**src/rtl/ccr_pkg.sv**
```systemverilog
package ccr_pkg;

  typedef enum logic [1:0] {
    OPC_OTHER  = 2'd0,
    OPC_RESULT = 2'd1,
    OPC_ADD    = 2'd2,
    OPC_CMP    = 2'd3
  } opc_e;

  // flag bit positions; branch code n selects bit n
  localparam int unsigned FL_ZERO = 0;
  localparam int unsigned FL_ONE  = 1;
  localparam int unsigned FL_NZ   = 2;
  localparam int unsigned FL_CY   = 3;
  localparam int unsigned FL_NCY  = 4;
  localparam int unsigned FL_LT   = 5;
  localparam int unsigned FL_GT   = 6;
  localparam int unsigned FL_EQ   = 7;
  localparam int unsigned FL_NE   = 8;
  localparam int unsigned FL_USED = 9;

  typedef struct packed {
    logic nz;
    logic one;
    logic zero;
  } res_flags_t;

  typedef struct packed {
    logic ncy;
    logic cy;
  } carry_flags_t;

  typedef struct packed {
    logic ne;
    logic eq;
    logic gt;
    logic lt;
  } cmp_flags_t;

endpackage

```
**src/rtl/ccr_result_flags.sv**
```systemverilog
module ccr_result_flags
  import ccr_pkg::*;
#(
  parameter int unsigned DATA_W = 32
) (
  input  logic [DATA_W-1:0] result,
  input  logic              carry,
  output res_flags_t        res_f,
  output carry_flags_t      cy_f
);

  function automatic res_flags_t f_classify(input logic [DATA_W-1:0] v);
    res_flags_t r;
    r.zero = (v == '0);
    r.one  = (v == DATA_W'(1));
    r.nz   = |v;
    return r;
  endfunction

  function automatic carry_flags_t f_carry_pair(input logic c);
    carry_flags_t r;
    r.cy  = c;
    r.ncy = ~c;
    return r;
  endfunction

  always_comb begin
    res_f = f_classify(result);
    cy_f  = f_carry_pair(carry);
  end

endmodule

```
**src/rtl/ccr_compare.sv**
```systemverilog
module ccr_compare
  import ccr_pkg::*;
#(
  parameter int unsigned DATA_W = 32
) (
  input  logic [DATA_W-1:0] a,
  input  logic [DATA_W-1:0] b,
  output cmp_flags_t        cmp_f
);

  function automatic cmp_flags_t f_relate(input logic [DATA_W-1:0] x,
                                          input logic [DATA_W-1:0] y);
    cmp_flags_t r;
    logic [DATA_W:0] diff;
    diff  = {1'b0, x} - {1'b0, y};
    r.lt  = diff[DATA_W];
    r.eq  = (diff[DATA_W-1:0] == '0);
    r.gt  = ~r.lt & ~r.eq;
    r.ne  = ~r.eq;
    return r;
  endfunction

  always_comb cmp_f = f_relate(a, b);

endmodule

```
**src/rtl/ccr_branch_eval.sv**
```systemverilog
module ccr_branch_eval
  import ccr_pkg::*;
#(
  parameter int unsigned CODE_W   = 4,
  parameter int unsigned NUM_COND = FL_USED
) (
  input  logic [NUM_COND-1:0] flags,
  input  logic [CODE_W-1:0]   code,
  output logic                taken
);

  localparam int unsigned NUM_CODES = 1 << CODE_W;

  logic [NUM_CODES-1:0] cond_vec;

  genvar gi;
  generate
    for (gi = 0; gi < NUM_CODES; gi++) begin : g_cond
      if (gi < NUM_COND) begin : g_used
        assign cond_vec[gi] = flags[gi];
      end else begin : g_unused
        assign cond_vec[gi] = 1'b0;
      end
    end
  endgenerate

  assign taken = cond_vec[code];

endmodule

```
**src/rtl/cc_flag_reg.sv**
```systemverilog
module cc_flag_reg
  import ccr_pkg::*;
#(
  parameter int unsigned DATA_W = 32,
  parameter int unsigned REG_W  = 32,
  parameter int unsigned CODE_W = 4
) (
  input  logic              clk,
  input  logic              rst_n,
  input  logic              wr_en,
  input  logic [1:0]        op_class,
  input  logic [DATA_W-1:0] alu_result,
  input  logic              alu_carry,
  input  logic [DATA_W-1:0] cmp_a,
  input  logic [DATA_W-1:0] cmp_b,
  input  logic [CODE_W-1:0] br_code,
  output logic [REG_W-1:0]  ccr_q,
  output logic              br_taken
);

  localparam int unsigned RSV_W = REG_W - FL_USED;

  opc_e         opc;
  res_flags_t   res_f;
  carry_flags_t cy_f;
  cmp_flags_t   cmp_f;
  logic         upd_res, upd_carry, upd_cmp, upd_any;
  logic [FL_USED-1:0] flags_q;

  assign opc       = opc_e'(op_class);
  assign upd_res   = wr_en && (opc == OPC_RESULT || opc == OPC_ADD);
  assign upd_carry = wr_en && (opc == OPC_ADD);
  assign upd_cmp   = wr_en && (opc == OPC_CMP);
  assign upd_any   = upd_res || upd_carry || upd_cmp;

  ccr_result_flags #(.DATA_W(DATA_W)) u_res (
    .result (alu_result),
    .carry  (alu_carry),
    .res_f  (res_f),
    .cy_f   (cy_f)
  );

  ccr_compare #(.DATA_W(DATA_W)) u_cmp (
    .a     (cmp_a),
    .b     (cmp_b),
    .cmp_f (cmp_f)
  );

  always_ff @(posedge clk) begin
    if (!rst_n) begin
      flags_q <= '0;
    end else begin
      if (upd_res)   flags_q[FL_NZ:FL_ZERO] <= res_f;
      if (upd_carry) flags_q[FL_NCY:FL_CY]  <= cy_f;
      if (upd_cmp)   flags_q[FL_NE:FL_LT]   <= cmp_f;
    end
  end

  assign ccr_q = {{RSV_W{1'b0}}, flags_q};

  ccr_branch_eval #(.CODE_W(CODE_W), .NUM_COND(FL_USED)) u_br (
    .flags (flags_q),
    .code  (br_code),
    .taken (br_taken)
  );

  // no update issued -> whole word holds
  p_hold_idle_r1: assert property (@(posedge clk) disable iff (!rst_n)
    !upd_any |=> $stable(ccr_q));

  // zero and non-zero are opposite after a result update
  p_zero_nz_r2: assert property (@(posedge clk) disable iff (!rst_n)
    upd_res |=> (ccr_q[FL_ZERO] != ccr_q[FL_NZ]));

  // carry pair complementary after an add
  p_carry_pair_r3: assert property (@(posedge clk) disable iff (!rst_n)
    upd_carry |=> (ccr_q[FL_CY] != ccr_q[FL_NCY]));

  // exactly one relation, not-equal is inverse of equal
  p_cmp_onehot_r4: assert property (@(posedge clk) disable iff (!rst_n)
    upd_cmp |=> ($countones(ccr_q[FL_EQ:FL_LT]) == 1 && ccr_q[FL_NE] != ccr_q[FL_EQ]));

  // group retention per class
  p_cmp_keeps_r6: assert property (@(posedge clk) disable iff (!rst_n)
    upd_cmp |=> $stable(ccr_q[FL_NCY:FL_ZERO]));
  p_res_keeps_r6: assert property (@(posedge clk) disable iff (!rst_n)
    (upd_res && !upd_carry) |=> $stable(ccr_q[FL_NE:FL_CY]));
  p_add_keeps_r6: assert property (@(posedge clk) disable iff (!rst_n)
    upd_carry |=> $stable(ccr_q[FL_NE:FL_LT]));

  // unused codes never taken
  p_unused_code_r8: assert property (@(posedge clk) disable iff (!rst_n)
    (int'(br_code) >= FL_USED) |-> !br_taken);

endmodule

```
**config.mk**
```make
export PLATFORM = sky130hd
export DESIGN_NAME = cc_flag_reg
export DESIGN_NICKNAME = d
export VERILOG_FILES = /design/src/rtl/ccr_pkg.sv /design/src/rtl/ccr_result_flags.sv /design/src/rtl/ccr_compare.sv /design/src/rtl/ccr_branch_eval.sv /design/src/rtl/cc_flag_reg.sv
export SDC_FILE = /design/constraint.sdc
export NUM_CORES = 1
export LEC_CHECK = 0
export ABC_AREA = 1
export ABC_CLOCK_PERIOD_IN_PS = 3110
export BUFFER_PORTS_ARGS = -buffer_cell sky130_fd_sc_hd__buf_2
export CORE_MARGIN = 4
export CORE_UTILIZATION = 35
export CTS_CLUSTER_DIAMETER = 40
export DETAILED_ROUTE_END_ITERATION = 16
export GPL_ROUTABILITY_DRIVEN = 0
export SETUP_SLACK_MARGIN = 0.2
export SYNTH_ARGS = -nofsm -noshare
export SYNTH_HDL_FRONTEND = slang
export SYNTH_SLANG_ARGS = --single-unit
```
**constraint.sdc**
```tcl
create_clock -name clk -period 3.11 [get_ports clk]
set_clock_uncertainty 0.15 [all_clocks]
set_input_delay 0.1555 -clock clk [delete_from_list [all_inputs] [get_ports clk]]
set_output_delay 0.1555 -clock clk [all_outputs]
set_load 0.005 [all_outputs]
```
# Yosys cells after proc, flatten, opt, wreduce, memory -nomap -nowiden
# Cells that the tools add are included.
# totals
ff_bits	9
input_bits	106
output_inout_bits	33
elab_cells	22
# classes
n_reduce_logical	7
n_lt_le_gt_ge	1
addsub	1
n_eq_ne	4
bitwise	4
muxes	2
# ops
cell	n
$logic_not A32 Y1	2
$sub A32 B32 Y33	1
$eq A32 B1 Y1 const B	1
$reduce_or A32 Y1	1
$lt A4 B5 Y1 const B	1
$bmux W1 S4	1
$eq A2 B2 Y1 const B	2
$logic_and A1 B1 Y1	3
$not A1 Y1	3
$eq A2 B1 Y1 const B	1
$and A1 B1 Y1	1
$logic_or A1 B1 Y1	1
$mux W1	1

# Logic depth before layout (Yosys ltp)
# logic_depth
word_depth	4
mapped_depth	20

# Cells and area by module
# A second synthesis with hierarchy kept.
# unflattened
cells_unflattened	813
area_unflattened_um2	3947.5
# modules_own_cells
module	cells_per_inst	instances	area_per_inst_um2
ccr_compare	640	1	2975.4
cc_flag_reg	75	1	571.8
ccr_result_flags	70	1	280.3
ccr_branch_eval	28	1	120.1

# Worst setup path after synthesis
# OpenSTA, ideal clock, no wires.
# synth_timing
kind	input -> register
start	input cmp_a[0]
end	register flags_q[6]
path_stages	17
arrival_time_ns	1.855
setup_slack_ns	0.984
path_cell_list	inv_1 -> ha_1 -> fa_1 -> inv_1 -> nand3_1 -> nand3_1 -> nand3_1 -> nand3_1 -> nand2_1 -> nand3_1 -> nand2_1 -> nor2_1 -> nand2_1 -> nor2_2 -> nand3_2 -> nand3_1 -> a21oi_1
# synth_via
elab_chain_cells	4
# synth_lines
element	line_no	source
from (decl)	cc_flag_reg.sv:14	input logic [DATA_W-1:0] cmp_a,
$sub A32 B32 Y33 *	ccr_compare.sv:15	diff = {1'b0, x} - {1'b0, y};
$logic_not A32 Y1	ccr_compare.sv:17	r.eq = (diff[DATA_W-1:0] == '0);
$not A1 Y1	ccr_compare.sv:18	r.gt = ~r.lt & ~r.eq;
$and A1 B1 Y1 *	ccr_compare.sv:18	
to (signal, indexed assignment)	cc_flag_reg.sv:53	if (upd_res) flags_q[FL_NZ:FL_ZERO] <= res_f;
to (signal, indexed assignment)	cc_flag_reg.sv:54	if (upd_carry) flags_q[FL_NCY:FL_CY] <= cy_f;
to (signal, indexed assignment)	cc_flag_reg.sv:55	if (upd_cmp) flags_q[FL_NE:FL_LT] <= cmp_f;
to (decl)	cc_flag_reg.sv:28	logic [FL_USED-1:0] flags_q;
# Mark *: on every way between the ends. The rest lies on a longest branch, timed or not.
# A chain may end at the register's enable or synchronous reset.

# Worst setup path after layout
# Ends and elaborated chain as after synthesis.

==> impl_metrics.csv <==
group,metric,value,unit
outcome,status,"finished, final reports clean",
setup_path,ff2ff_path_depth,2,
synth,netlist_area,0.00347,mm²
synth,synth_mux_area_frac,0,
setup_path,cp-end-kind,"flop",
power_and_ir_drop,finalPower,868,µW
clocking,cts_sinks,9,
setup_path,cp.arrival,2290,ps
finish,reg_top3,"flags_q (9)",
synth,synth_warnings,0,
synth,synth_top_family_by_area,"simple AND/OR/NAND/NOR gates",
synth,syn-instance-count,703,
floorplan,num_rows,36,
synth,synth_xor_area_frac,0.0227,
worst_hold_path,min_path_type,"primary input to flop",
route,routed_wl,9800,µm
setup_path,required,3070,ps
timing,fin_crit,2330,ps
power_and_ir_drop,p_per_area,208,mW/mm²
setup_path,startpoint,"cmp_a[0]",
finish,final_nets,963,
timing,finalSetupViolations,0,
clocking,cts_tree,"done",
clocking,cts_buffers,3,
placed_design,numPortBuffers,115,
floorplan,dieArea,0.0116,mm²
clocking,post_cts_buffers,0,
finish,largest_reg_flops,9,
setup_path,start_kind,"primary input",
placed_design,dp.final_hpwl,8920,µm
clocking,worstSkewPairLatency,230,ps
worst_hold_path,min-delay-start,"alu_result[0]",
clocking,cts_max_path_buffers,2,
timing,rsz0062_at_grt,"no",
global_route,grt_pass1_vias,3753,
clocking,clk_pin_slew_worst_paths,50,ps
global_route,grt_first_pass_wirelength,16400,µm
finish,regMostFlops,"flags_q",
setup_path,rr_startpoint,"flags_q[3]$_SDFFE_PN0P_",
route,vias,4097,
floorplan,core-area,0.00973,mm²
power_and_ir_drop,p_leak,2.79,nW
finish,layout-drive-gt1-share,0.169,
floorplan,start_util,0.357,
synth,synth_fa_ha_area_frac,0.128,
clocking,cts_resized,0,
synth,synth-simple-area-share,0.495,
timing,fin_setup_tns,0,ps
synth,seq_area_frac_synth,0.0519,
clocking,cts.hold.buffers_added,0,
route,via_per_inst,4.29,
route,drtPass1Iterations,4,
timing,hold_violations,0,
synth,synth_compound_area_frac,0.0562,
timing,max_freq,0.430,GHz
timing,slew_violations,0,
power_and_ir_drop,ir_drop,135,µV
route,ant_nets,0,
flow_run,cap_violations,0,
synth,synth-seq-cells,9,
floorplan,fp.dieH,108,µm
floorplan,io_pins,139,
setup_path,reg2reg_to,"flags_q[3]$_SDFFE_PN0P_",
route,drtIter0Drc,189,
synth,synth_area_per_cell,4.94,µm²
synth,ys_types,30,
finish,antenna_cells,0,
setup_path,r2r_slack,2240,ps
timing,period_share,0.748,
global_route,groute.usage.overall,0.166,
route,drc,0,
global_route,grt_max_degree,8,
setup_path,worst-setup-path-type,"primary input to flop",
finish,area_delta_synth_final,20.1,%
floorplan,die_x,108,µm
setup_path,critPathMaxFanout,3,
setup_path,cp-endpoint,"flags_q[6]$_SDFFE_PN0P_",
global_route,gr-total-overflow,0,
clocking,root_buffer,"clkbuf_8",
clocking,cts_max_level,1,
route,wire_per_inst,10.3,µm
global_route,antenna_found_initial,0,
==> area by class of cell <==
| cell class | count | area (µm²) |
|---|---|---|
| clock buffers | 3 | 41.3 |
| clock inverters | 1 | 5.00 |
| fillers | 1168 | 5560 |
| inverters | 180 | 676 |
| multi-input cells | 513 | 2520 |
| flip-flops and latches | 9 | 180 |
| well taps | 133 | 166 |
| repair buffers | 115 | 576 |
==> how the worst min path moves through the flow <==
stage / slack, ps / to / cells after the start
after detailed placement: 270 / flags_q[1]$_SDFFE_PN0P_ / 3
after floorplan: 140 / flags_q[5]$_SDFFE_PN0P_ / 2
final: 30 / flags_q[1]$_SDFFE_PN0P_ / 3
after global routing: 50 / flags_q[1]$_SDFFE_PN0P_ / 3
after CTS: 30 / flags_q[1]$_SDFFE_PN0P_ / 3
after global placement: 280 / flags_q[1]$_SDFFE_PN0P_ / 3
==> layer usage <==
layer	share of wire	wire length (µm)	up-vias	global-route usage
met5	0	0	-	0
met4	0.0095	93	0	0.0243
li1	-	-	2291	-
met3	0.050	490	10	0.0120
met2	0.47	4560	90	0.290
met1	0.48	4660	1706	0.229
==> stage by stage <==
stage	util	setup slack, ps	instances	hold WS (ps)	area (µm²)
final	0.428	784	954	31.7	4170
after global routing	0.428	483	954	52.7	4170
after CTS	0.428	766	954	30.0	4170
after detailed placement	0.424	528	950	275	4120
after global placement	0.424	513	950	276	4120
after floorplan	-	984	725	144	3550
==> layout by cell type, fill, tap and decap left out, drive strengths merged <==
| cell | netlist | routed |
|---|---|---|
| nand2 | 268 | 268 |
| ha | 34 | 34 |
| buf | 23 | 115 |
| clkbuf | 0 | 3 |
| nand3b | 1 | 1 |
| fa | 1 | 1 |
| or2 | 1 | 1 |
| nand3 | 39 | 39 |
| nor4 | 9 | 9 |
| xor2 | 9 | 9 |
| o21bai | 1 | 1 |
| a21o | 2 | 2 |
| inv | 178 | 178 |
| conb | 1 | 23 |
| dfxtp | 9 | 9 |
| nand4 | 10 | 10 |
| nor2 | 68 | 68 |
| a211oi | 1 | 1 |
| nor3 | 9 | 9 |
| o221a | 1 | 1 |
| o21ai | 5 | 5 |
| clkinv | 2 | 3 |
| and2 | 6 | 6 |
| o32ai | 1 | 1 |
| a21oi | 24 | 24 |
==> power breakdown <==
part | internal (mW) | switching [mW] | leakage, nW | total, mW
Clock | 0.0874 | 0.0478 | 0.0255 | 0.135
Sequential | 0.120 | 0.00341 | 0.0734 | 0.124
Combinational | 0.233 | 0.377 | 2.69 | 0.609
==> cell usage after synthesis <==
master	number	share of area
a211oi_1	1	0.0022
nor2_1	61	0.066
nor3_2	3	0.0087
buf_4	23	0.050
nand3_2	1	0.0029
inv_2	4	0.0043
o32ai_1	1	0.0025
nor3_1	6	0.0087
nand3b_1	1	0.0022
nand4_1	10	0.018
conb_1	1	0.0011
ha_1	34	0.12
nor2_2	7	0.013
nor4_1	9	0.016
and2_1	5	0.0090
a21oi_1	24	0.035
or2_1	1	0.0018
o21ai_0	5	0.0072
a21o_1	2	0.0043
xor2_1	9	0.023
dfxtp_1	9	0.052
nand2_2	4	0.0072
fa_1	1	0.0058
and2_0	1	0.0018
o221a_2	1	0.0032
clkinv_1	2	0.0022
o21bai_1	1	0.0022
inv_1	174	0.19
nand2_1	264	0.29
nand3_1	38	0.055
==> worst max-delay path, cell delays in order <==
cell	delay (ps)
buf_2	70
inv_1	30
ha_1	210
fa_1	410
inv_1	120
nand3_1	80
nand3_1	140
nand3_1	90
nand3_1	170
xor2_1	90
nor2_1	130
nand2_1	70
nor3_1	240
nand3_2	150
nand3_1	90
a21oi_1	60
==> kinds of logic (layout without fill, tap and decap cells) <==
| group | Yosys count | after routing |
|---|---|---|
| adder cells (fa/ha/maj) | 35 | 35 |
| buffers and inverters | 203 | 299 |
| XOR/XNOR | 9 | 9 |
| other | 1 | 23 |
| AO/OA/AOI/OAI | 35 | 35 |
| AND/OR/NAND/NOR | 411 | 411 |
| flip-flops | 9 | 9 |
(Power assumes the default switching activity.)
